$ cat src/rtl/seq_stk_pkg.sv
package seq_stk_pkg;
  localparam int ADDR_W   = 14;
  localparam int COND_W   = 4;
  localparam int RET_DEPTH  = 16;
  localparam int LOOP_DEPTH = 4;
  localparam int LOOP_W   = ADDR_W + COND_W;

  typedef enum logic [3:0] {
    OP_NOP        = 4'd0,
    OP_CALL       = 4'd1,
    OP_RETURN     = 4'd2,
    OP_IRQ        = 4'd3,
    OP_LOOP_START = 4'd4,
    OP_LOOP_EXIT  = 4'd5,
    OP_RET_PUSH   = 4'd6,
    OP_RET_POP    = 4'd7,
    OP_LOOP_POP   = 4'd8
  } seq_op_e;

  typedef struct packed {
    logic [ADDR_W-1:0] end_addr;
    logic [COND_W-1:0] cond;
  } loop_ent_t;
endpackage

$ cat src/rtl/lifo_store.sv
module lifo_store #(
  parameter int W     = 14,
  parameter int DEPTH = 16
) (
  input  logic         clk,
  input  logic         rst_n,
  input  logic         push,
  input  logic         pop,
  input  logic [W-1:0] wdata,
  output logic [W-1:0] top,
  output logic         full,
  output logic         empty,
  output logic         ovf
);
  localparam int CW = $clog2(DEPTH + 1);
  localparam int AW = (DEPTH > 1) ? $clog2(DEPTH) : 1;

  logic [CW-1:0] cnt;
  logic [W-1:0]  mem [DEPTH];
  logic [AW-1:0] wr_idx;
  logic [AW-1:0] rd_idx;

  assign full   = (cnt == CW'(DEPTH));
  assign empty  = (cnt == '0);
  assign wr_idx = AW'(cnt);
  assign rd_idx = AW'(cnt - CW'(1));
  assign top    = empty ? '0 : mem[rd_idx];

  always_ff @(posedge clk or negedge rst_n) begin
    if (!rst_n) begin
      cnt <= '0;
      ovf <= 1'b0;
    end else if (push) begin
      if (full) ovf <= 1'b1;
      else      cnt <= cnt + CW'(1);
    end else if (pop && !empty) begin
      cnt <= cnt - CW'(1);
    end
  end

  always_ff @(posedge clk) begin
    if (push && !full) mem[wr_idx] <= wdata;
  end


  push_top_chk: assert property (@(posedge clk) disable iff (!rst_n)
    (push && !full) |=> (top == $past(wdata)));

  push_count_chk: assert property (@(posedge clk) disable iff (!rst_n)
    (push && !full) |=> (cnt == $past(cnt) + CW'(1)));

  drop_sets_ovf_chk: assert property (@(posedge clk) disable iff (!rst_n)
    (push && full) |=> (ovf && full));

  ovf_sticky_chk: assert property (@(posedge clk) disable iff (!rst_n)
    ovf |=> ovf);

  empty_pop_chk: assert property (@(posedge clk) disable iff (!rst_n)
    (pop && !push && empty) |=> (empty && top == '0 && $stable(ovf)));
endmodule

$ cat src/rtl/seq_cmd_decode.sv
module seq_cmd_decode
  import seq_stk_pkg::*;
(
  input  logic              op_valid,
  input  logic [3:0]        op_code,
  input  logic [ADDR_W-1:0] pc_in,
  input  logic [ADDR_W-1:0] man_data,
  output logic              ret_push,
  output logic              ret_pop,
  output logic [ADDR_W-1:0] ret_wdata,
  output logic              loop_push,
  output logic              loop_pop
);
  logic [ADDR_W-1:0] next_pc;
  assign next_pc = pc_in + ADDR_W'(1);

  always_comb begin
    ret_push  = 1'b0;
    ret_pop   = 1'b0;
    ret_wdata = next_pc;
    loop_push = 1'b0;
    loop_pop  = 1'b0;
    if (op_valid) begin
      case (op_code)
        OP_CALL:       ret_push = 1'b1;
        OP_IRQ:        begin ret_push = 1'b1; ret_wdata = pc_in; end
        OP_RETURN,
        OP_RET_POP:    ret_pop = 1'b1;
        OP_RET_PUSH:   begin ret_push = 1'b1; ret_wdata = man_data; end
        OP_LOOP_START: begin ret_push = 1'b1; loop_push = 1'b1; end
        OP_LOOP_EXIT:  begin ret_pop = 1'b1; loop_pop = 1'b1; end
        OP_LOOP_POP:   loop_pop = 1'b1;
        default:       ;
      endcase
    end
  end
endmodule

$ cat src/rtl/seq_ctx_stacks.sv
module seq_ctx_stacks
  import seq_stk_pkg::*;
(
  input  logic              clk,
  input  logic              rst_n,
  input  logic              op_valid,
  input  logic [3:0]        op_code,
  input  logic [ADDR_W-1:0] pc_in,
  input  logic [ADDR_W-1:0] man_data,
  input  logic [ADDR_W-1:0] loop_end_in,
  input  logic [COND_W-1:0] loop_cond_in,
  output logic [ADDR_W-1:0] pc_top,
  output logic              pc_full,
  output logic              pc_empty,
  output logic              pc_ovf,
  output logic [ADDR_W-1:0] loop_end_top,
  output logic [COND_W-1:0] loop_cond_top,
  output logic              loop_full,
  output logic              loop_empty,
  output logic              loop_ovf
);
  logic              ret_push, ret_pop, loop_push, loop_pop;
  logic [ADDR_W-1:0] ret_wdata;
  loop_ent_t         loop_wdata, loop_rdata;

  seq_cmd_decode u_dec (
    .op_valid (op_valid),
    .op_code  (op_code),
    .pc_in    (pc_in),
    .man_data (man_data),
    .ret_push (ret_push),
    .ret_pop  (ret_pop),
    .ret_wdata(ret_wdata),
    .loop_push(loop_push),
    .loop_pop (loop_pop)
  );

  lifo_store #(.W(ADDR_W), .DEPTH(RET_DEPTH)) u_ret (
    .clk  (clk),
    .rst_n(rst_n),
    .push (ret_push),
    .pop  (ret_pop),
    .wdata(ret_wdata),
    .top  (pc_top),
    .full (pc_full),
    .empty(pc_empty),
    .ovf  (pc_ovf)
  );

  assign loop_wdata = '{end_addr: loop_end_in, cond: loop_cond_in};

  lifo_store #(.W(LOOP_W), .DEPTH(LOOP_DEPTH)) u_loop (
    .clk  (clk),
    .rst_n(rst_n),
    .push (loop_push),
    .pop  (loop_pop),
    .wdata(loop_wdata),
    .top  (loop_rdata),
    .full (loop_full),
    .empty(loop_empty),
    .ovf  (loop_ovf)
  );

  assign loop_end_top  = loop_rdata.end_addr;
  assign loop_cond_top = loop_rdata.cond;


  loop_start_ret_chk: assert property (@(posedge clk) disable iff (!rst_n)
    (op_valid && op_code == OP_LOOP_START && !pc_full)
      |=> (pc_top == $past(pc_in) + ADDR_W'(1)));

  loop_start_ent_chk: assert property (@(posedge clk) disable iff (!rst_n)
    (op_valid && op_code == OP_LOOP_START && !loop_full)
      |=> (loop_end_top == $past(loop_end_in) && loop_cond_top == $past(loop_cond_in)));

  loop_pop_only_chk: assert property (@(posedge clk) disable iff (!rst_n)
    (op_valid && op_code == OP_LOOP_POP) |=> ($stable(pc_top) && $stable(pc_empty)));

  idle_hold_chk: assert property (@(posedge clk) disable iff (!rst_n)
    !op_valid |=> ($stable(pc_top) && $stable(pc_empty) && $stable(loop_end_top)
                   && $stable(loop_cond_top) && $stable(loop_empty)));
endmodule

$ cat config.mk
export PLATFORM = sky130hd
export DESIGN_NAME = seq_ctx_stacks
export DESIGN_NICKNAME = d
export VERILOG_FILES = /design/src/rtl/seq_stk_pkg.sv /design/src/rtl/lifo_store.sv /design/src/rtl/seq_cmd_decode.sv /design/src/rtl/seq_ctx_stacks.sv
export SDC_FILE = /design/constraint.sdc
export NUM_CORES = 1
export LEC_CHECK = 0
export ABC_AREA = 0
export BUFFER_PORTS_ARGS = -buffer_cell sky130_fd_sc_hd__buf_2
export CAP_MARGIN = 0
export CORE_MARGIN = 2
export CORE_UTILIZATION = 54
export DETAILED_ROUTE_END_ITERATION = 12
export PLACE_DENSITY = 0.75
export SLEW_MARGIN = 10
export SYNTH_ARGS = -nofsm -noshare
export SYNTH_HDL_FRONTEND = slang
export SYNTH_SLANG_ARGS = --single-unit
$ cat constraint.sdc
create_clock -name clk -period 3 [get_ports clk]
set_input_delay 0.6 -clock clk [delete_from_list [all_inputs] [get_ports clk]]
set_output_delay 0.6 -clock clk [all_outputs]
set_load 0.01 [all_outputs]
* Word level (Yosys, flattened, before mapping) *
Memories as Yosys holds them, arrays and structs flattened.
Index checks and enable logic that the tools add are counted.

word-level totals
  output and inout port bits = 38
  logic and storage cells = 64
  bits in registers = 10
  bits in writable memories = 296
  bits of input ports = 53
  memories = 2

operators by class
  reductions and logical operators = 19
  $add $sub $neg = 5
  eq/ne operators = 12
  multiplexer cells = 22

memories
  name        depth  bits a word  read ports  clocked after Yosys merged registers in  wr ports  line              source
  u_ret.mem   16     14           1           0                                        1         lifo_store.sv:19  logic [W-1:0] mem [DEPTH];
  u_loop.mem  4      18           1           0                                        1         lifo_store.sv:19

operators with widths
  operator                                                            count
  14-bit 2-to-1 mux                                                   2
  14-bit case mux with 2 select lines                                 1
  18-bit 2-to-1 mux                                                   1
  4-bit by 3-bit == test with 1-bit output, second input constant     4
  5-bit 2-to-1 mux                                                    3
  14-bit by 1-bit adder with 14-bit output, second input constant     1
  1-bit 2-to-1 mux                                                    12
  3-bit 2-to-1 mux                                                    3
  4-bit by 2-bit == test with 1-bit output, second input constant     2
  2-bit AND reduction                                                 4
  5-bit by 1-bit adder with 5-bit output, second input constant       1
  5-bit == test, second input constant                                1
  5-bit logical NOT                                                   1
  5-bit by 1-bit subtractor with 5-bit output, second input constant  1
  4-bit by 1-bit == test with 1-bit output, second input constant     1
  4-bit == test, second input constant                                1
  1-bit logical AND                                                   4
  1-bit logical NOT                                                   4
  2-bit != test, second input constant                                2
  2-bit nonzero test                                                  2
  4-bit OR reduction                                                  1
  3-bit by 1-bit adder with 3-bit output, second input constant       1
  3-bit == test, second input constant                                1
  3-bit logical NOT                                                   1
  3 further kinds                                                     3

* Logic depth before layout (Yosys ltp) *
Gate-level depths: netlist (run 1).

  depth in word-level cells = 7
  gate-level depth with buffers = 10
  gate-level depth less buffers = 7

* Cells and area by module *
A second synthesis (run 1) with hierarchy kept.

unflattened totals
  cells, all modules = 660
  area total of the unflattened synthesis = 12,908.6 um^2

modules (own cells, without submodules)
  module               cells each  sequential area each (um^2)  times used  area each (um^2)
  lifo_store (u_ret)   404         6,876.6                      1           9,033.7
  lifo_store (u_loop)  153         2,262.2                      1           3,170.5
  seq_cmd_decode       103         0.0                          1           704.4

* Worst setup path before layout (run 1) *
OpenSTA, ideal clock, no wires.

  path kind = register -> output
  start point = register u_ret.cnt[0]
  end point = output port pc_top[10]
  arrival time = 2.545 ns
  stages on the path, launching flop included = 11
  path slack = -0.145 ns
  required time = 2.400 ns
  cells stage by stage = dfrtp_1 -> buf_2 -> buf_2 -> buf_4 -> inv_1 -> ha_1 -> buf_2 -> buf_1 -> mux4_2 -> mux2i_1 -> o22ai_1

on the way
  cells in the longest elaborated chain, start to end = 3

ends and longest elaborated chain
  item                                         line                  source
  start: declaration                           lifo_store.sv:18      logic [CW-1:0] cnt;
  start signal: assignment                     lifo_store.sv:35      else cnt <= cnt + CW'(1);
  start signal: assignment                     lifo_store.sv:37      cnt <= cnt - CW'(1);
  5-bit by 1-bit subtractor with 5-bit output  lifo_store.sv:26      assign rd_idx = AW'(cnt - CW'(1));
  memory read 16 x 14 bit                      -
  14-bit 2-to-1 mux (*)                        lifo_store.sv:27      assign top = empty ? '0 : mem[rd_idx];
  end: declaration                             seq_ctx_stacks.sv:12  output logic [ADDR_W-1:0] pc_top,

Mark *: on every way between the ends. The rest lies on a longest branch, timed or not.

* Worst setup path in the final report (run 1) *
  start point = register u_ret.cnt[0]
  end point = output port pc_top[13]

The elaborated chain is that of the path after synthesis.

==> metrics, run 1 <==
Post-synth ARST share=0.0327; VDD IR max=about 0.7 mV; Via density=~6.0; worst reg-to-reg setup slack=0.85 ns; I/O pin total=between 90 and 100; Nets=~860; number of synthesized flops with an enable pin=296; FF-to-FF Start=u_loop.cnt[1]$_DFFE_PN0P_; Post-Syn Area=12700 sq um; reg2reg path depth=6; CORE AREA=between 20000 and 25000 sq um; slowest CP cell=dfrtp_4; WHS Endpoint=u_loop.mem[3][3]$_DFFE_PP_; most frequent cells in the layout=296 x edfxtp_1, 90 x buf_2, 74 x mux4_2, 47 x buf_4, 34 x and2_1; final hold slack=0.257 ns; CTS Buf Count=30; crit path DAT=roughly 2.5 ns; global-route wire length before repair=between 40 and 50 mm; Fin Clk Skew=about 0.012 ns; clk buf depth=3; Post-DP HPWL=about 16 mm; Worst Tran Pin Value=about 1 ns; worst setup margin=-0.118 ns; router iterations before antenna repair=5; Setup violations, final=14; CTS root buf=clkbuf_16; syn_nets=just over 700; Clk Latency, worst-skew pair=about 0.55 ns; Critical Path Max Stage Delay=~0.48 ns; most common cell after layout, fill and taps aside=edfxtp_1; gpl congestion=approximately 0.81; Worst Path Required=between 2 and 2.5 ns; YS warnings=0; Area after DPL=13800 sq um; startpoint of the worst hold path=loop_cond_in[3]; PwrDens=978 nW/um^2; Leak=0.00519 uW; crit path cell chain=inv_4, ha_4, buf_12, buf_16, mux4_2, mux2i_2, o22ai_1, buf_2; DR iter-0 viols=629; Worst setup SP type=register; worst hold-check path type=in -> reg; CP bufs+invs=4; crit path time final=slightly above 3 ns; CTS tree=built; Crit path depth=8; failing checks=negative setup slack; Total Die Area=24700 sq um; pin count of the biggest net entering global routing=38; Die X=157 microns; Die Y=roughly 160 microns; number of diodes=0; Placed Cells incl. Taps=about 1100; Final Hold Vio Count=0; Final period util=1.04; initial core utilization=0.544; total track usage=0.227; sequential element share of the synthesized area=0.722; Hold Path Depth=1; port bufs=90; Overall Power=roughly 15000 uW; Non-Filler Instances=~1100; CTS sink cnt=306; vias in the first global route=7096; post-place setup slack=roughly 0.23 ns; crit-path leading delay family=buffers and inverters; RSZ-0062 raised after global routing=yes; CTS clock-pin slew for the worst setup and hold paths=0.06 ns; cell area after layout=approximately 15000 sq um; DRC viols=0; Yosys cell types=47; fmax=roughly 320 MHz; crit-path max FO=7; CP endpoint kind=primary output; WL final=27.4 mm; Avg Inst Size Synth=just under 20 sq um; r2r endpoint=u_loop.mem[0][6]$_DFFE_PP_; relative slew slack=0.331; Antenna Nets Post-Route=0; Area growth syn-to-layout=18.3%; post-synthesis cell count=around 650; commonest register cell after synthesis=edfxtp_1; share of layout cells above drive strength 1=0.357; H-tree Lvls=1; cell row count=56; initial antenna violation count=1; Setup Crit Path Kind=reg -> out; max-cap viol count=0; DR vias=approximately 6800; flops & latches, synth=about 310; aggregate global routing overflow=0; Final Slew Violations=0; status=finished, violations left; Routed WL per cell=approximately 24 microns
==> worst reg2reg max path: cells and delay by family (launching register included) <==
kind                       cells  cell delay (ns)
buffers and inverters          3             0.65
and+or+nand+nor                2             0.55
DFF                            1             0.40
adders and majority gates      1             0.21
==> through the flow <==
stage                     TNS, ns  utilization
after global routing        -2.28        0.644
after global placement          0        0.592
final                       -1.30        0.644
after floorplan                 0            -
after CTS                   -1.45        0.642
after detailed placement        0        0.592
==> power by group <==
part           internal, uW  switching [uW]
logic                  3030            3060
registers              4880             137
clock network          2000            1530
total                  9910            4730
==> worst max path at each step <==
stage	from	end	slack (ns)
floorplan	u_ret.cnt[0]$_DFFE_PN0P_	pc_top[0]	0.01
global placement	u_ret.cnt[0]$_DFFE_PN0P_	pc_top[11]	0.28
detailed placement	u_ret.cnt[0]$_DFFE_PN0P_	pc_top[5]	0.23
CTS	u_ret.cnt[0]$_DFFE_PN0P_	pc_top[12]	-0.13
global route	u_ret.cnt[0]$_DFFE_PN0P_	pc_top[10]	-0.18
finish	u_ret.cnt[0]$_DFFE_PN0P_	pc_top[13]	-0.12
==> Yosys cell counts (9+ instances only) <==
cell      number  area [sq um]
buf_2         13          65.1
clkbuf_1      14          52.6
nand2_1       24          90.1
dfrtp_1       10           250
xor2_1         9          78.8
o22ai_1       15          93.8
a22o_1        14           123
inv_1         11          41.3
mux2i_1       29           290
mux4_2        74          1670
o21ai_0       13          65.1
edfxtp_1     296          8890
ha_1          10           125
and2_1        34           213
xnor2_1       12           105
==> state kept, by name (all words and copies together), names as in the netlist <==
register and flops:
u_ret.mem 224, u_loop.mem 72, u_ret.cnt 5, u_loop.cnt 3, u_loop.ovf 1, u_ret.ovf 1
==> metal layers <==
| metal | vias to the layer above | GRT usage | routed length (microns) | part of all wire |
|---|---|---|---|---|
| li1 | 2927 | - | - | - |
| met1 | 3512 | 0.319 | 11100 | 0.41 |
| met2 | 311 | 0.369 | 13300 | 0.49 |
| met3 | 55 | 0.0479 | 2260 | 0.083 |
| met4 | 2 | 0.0602 | 697 | 0.025 |
| met5 | - | 0 | 13 | 0.00047 |
==> cell type report <==
type                       instances  area [sq um]
tap                              319           399
clock inverter                    19           155
multi-input combinational        295          3400
fill                            1594          8290
timing repair buffer             150          1070
inverter                          11          43.8
clock buffer                      34           766
sequential                       306          9140
==> cells by family (layout without fill, tap and decap cells) <==
kind of cell    count (synthesis)  after routing  synth area share
compound gates                 57             57            0.0319
xor+xnor                       22             22            0.0167
fa+ha+maj                      10             10           0.00989
buf+inv                        45            214            0.0165
flops                         306            306             0.722
mux                           105            105             0.157
simple gates                  101            101            0.0460
==> what timing repair did <==
item	4_1_cts	5_1_grt
buffers inserted	6	1
hold endpoints to repair	10	0
gates resized for setup	17	10
gates cloned	4	1
hold buffers	1	0
setup endpoints to repair	14	14
pin swaps	2	2
Power figures use the tool's default switching activity.
==> run 2, diff against run 1 <==
--- a/config.mk
+++ b/config.mk
@@ -8,6 +8,7 @@
 export ABC_AREA = 0
 export BUFFER_PORTS_ARGS = -buffer_cell sky130_fd_sc_hd__buf_2
 export CAP_MARGIN = 0
+export CORE_ASPECT_RATIO = 0.9
 export CORE_MARGIN = 2
 export CORE_UTILIZATION = 54
 export DETAILED_ROUTE_END_ITERATION = 12
==> run 2 against run 1 <==
The flow still finishes with violations (negative setup slack). Design area is 1.7% higher. Worst setup slack better by 0.018 ns. Non-clock buffer count is 17 higher. Power is 4.1% higher. Combinational power is 9.7% higher. Clock-buffer cell count is 1 lower. Global-route usage is 2.1 points higher. Fmax is 0.59% higher. Clock skew is 0.0029 ns higher. Critical path depth is 1 higher. Die area hardly changed.
==> metrics, run 2 (synthesis gave the netlist of run 1 again) <==
Largest register FFs=224 (unchanged); net switching power=4940 uW (+4.4%); pin count of the biggest net entering global routing=21 (-45%); Largest regs=u_ret.mem x224, u_loop.mem x72, u_ret.cnt x5; Die X=165 microns (+5.3%); router iterations before antenna repair=5 (unchanged); status=finished, violations left; Gate power share=0.438 (+0.022); worst setup margin=-0.0992 ns (+0.0183 ns); Final period util=1.03 (-0.00609); Nets=875 (+2.1%); reg2reg path depth=6 (unchanged); I/O pin total=91 (unchanged); cell area after layout=15200 sq um (+1.7%); FF-to-FF Start=u_loop.cnt[1]$_DFFE_PN0P_; Via density=6.21 (+3.4%); gpl congestion=0.868 (+7.5%); initial antenna violation count=0 (-1); Die Y=149 microns (-5.0%); most frequent cells in the layout=296 x edfxtp_1, 90 x buf_2, 74 x mux4_2, 55 x buf_4, 34 x and2_1; global-route wire length before repair=44.2 mm (+5.9%); crit-path max FO=8 (+1); Final Slew Violations=0 (unchanged); Post-DP HPWL=17.0 mm (+4.0%); vias in the first global route=7259 (+2.3%); PwrDens=1000 nW/um^2 (+2.4%); Biggest register=u_ret.mem; crit path from=u_ret.cnt[0]$_DFFE_PN0P_; Hold Path Depth=1 (unchanged); worst reg-to-reg setup slack=0.83 ns (-0.02 ns); CTS sink cnt=306 (unchanged); DR vias=7053 (+3.6%); Final Hold Vio Count=0 (unchanged); Total Die Area=24700 sq um (about the same); initial core utilization=0.545 (+0.00123); crit path time final=3.10 ns (-0.0183 ns); CTS root buf=clkbuf_16; total track usage=0.248 (+0.0205); WL final=29.4 mm (+7.4%); max-cap viol count=0 (unchanged); Routed WL per cell=25.9 microns (+7.2%); Area growth syn-to-layout=20.3%; Overall Power=15200 uW (+4.1%); share of layout cells above drive strength 1=0.372 (+0.0146); Setup Crit Path Kind=reg -> out; worst hold-check path type=in -> reg; fmax=323 MHz (+0.59%); CTS clock-pin slew for the worst setup and hold paths=0.07 ns (about the same); crit path DAT=2.50 ns (-0.02 ns); VDD IR max=0.906 mV (+29%); CP endpoint kind=primary output; aggregate global routing overflow=0 (unchanged); Worst Tran Pin Value=1.20 ns (+0.203 ns); Sw Ratio=0.324 (+0.00105); Antenna Nets Post-Route=0 (unchanged); Setup violations, final=14 (unchanged); number of diodes=0 (unchanged); r2r endpoint=u_loop.mem[0][4]$_DFFE_PP_; failing checks=negative setup slack; Fin Clk Skew=0.0153 ns (+0.00294 ns); Clock power frac=0.233 (-0.008); Flop pwr share=0.328 (-0.015); port bufs=90 (unchanged); Leak=0.00535 uW (+2.9%); H-tree Lvls=1 (unchanged); DRC viols=0 (unchanged); WHS Endpoint=u_loop.mem[0][15]$_DFFE_PP_; DR iter-0 viols=806 (+28%); startpoint of the worst hold path=loop_end_in[11]; CTS tree=built; Clk Latency, worst-skew pair=0.56 ns (about the same); clk buf depth=3 (unchanged); RSZ-0062 raised after global routing=yes; CTS Buf Count=30 (unchanged); CORE AREA=23200 sq um (-0.23%); Worst Path Required=2.40 ns (about the same); Area after DPL=13800 sq um (+0.10%); Power Internal=10300 uW (+3.9%); most common cell after layout, fill and taps aside=edfxtp_1; cell row count=53 (-5.4%); Worst setup SP type=register; relative slew slack=0.194 (-0.136)
[run 2: changes by cell type in the layout (fill, tap and decap cells not counted), sizes merged]
cell      previous run  this run
xnor2               13        14
bufbuf               0         1
inv                 12        13
clkbuf              36        33
clkinvlp             1         2
buf                147       165
[run 2: per-stage QoR]
stage	instances	hold slack, ns	TNS, ns	worst slack (ns)	util
6_report	1136	0.253	-0.956	-0.0992	0.656
3_5_place_dp	1060	0.465	0	0.256	0.594
5_1_grt	1136	0.246	-1.57	-0.154	0.656
4_1_cts	1137	0.230	-0.417	-0.0517	0.655
2_1_floorplan	646	0.304	0	0.0116	-
3_3_place_gp	1060	0.434	0	0.365	0.594
[run 2: worst max-delay path by stage]
stage	end
after floorplan	pc_top[0]
after global placement	u_ret.mem[3][7]$_DFFE_PP_
after detailed placement	u_ret.mem[13][12]$_DFFE_PP_
after CTS	pc_top[9]
after global routing	pc_top[4]
final	pc_top[8]
[run 2: routing by layer]
layer  part of all wire  global-route usage  vias to the layer above  wire length (microns)
met2               0.49               0.407                      379                  14400
met3              0.083              0.0500                       73                   2440
met4              0.036              0.0832                        0                   1050
met1               0.39               0.337                     3632                  11600
li1                   -                   -                     2969                      -
met5                  0                   0                        -                      0
[run 2: final cells by class]
type | instances | area [sq um]
clock buffer | 33 | 762
clock inverter | 21 | 171
fill | 1517 | 7990
inverter | 11 | 43.8
multi-input combinational | 296 | 3410
sequential | 306 | 9140
tap | 302 | 378
timing repair buffer | 167 | 1310
[run 2: critical path, cell delays in order, from the launching register on]
cell	delay, ns
dfrtp_4	0.53
buf_12	0.16
nor3_4	0.16
buf_12	0.15
xnor2_4	0.12
buf_12	0.18
buf_16	0.13
mux2i_1	0.24
o22ai_1	0.11
buf_2	0.15
[run 2: repair_timing]
item | in CTS | in global routing
pin swaps | 5 | 7
hold endpoints to repair | 10 | 0
hold buffers | 1 | 0
buffers inserted | 15 | 0
cloned | 7 | 0
gates resized for setup | 28 | 11
endpoints found under the setup margin | 14 | 15
[run 2: power groups by stage]
stage	clock, uW	combinational [uW]	sequential, uW
6_report	3560	6680	5000
5_1_grt	3770	7050	5010
4_1_cts	3600	6550	4990
3_5_place_dp	0	5310	5070
3_3_place_gp	0	5200	5050
2_1_floorplan	0	3600	5040
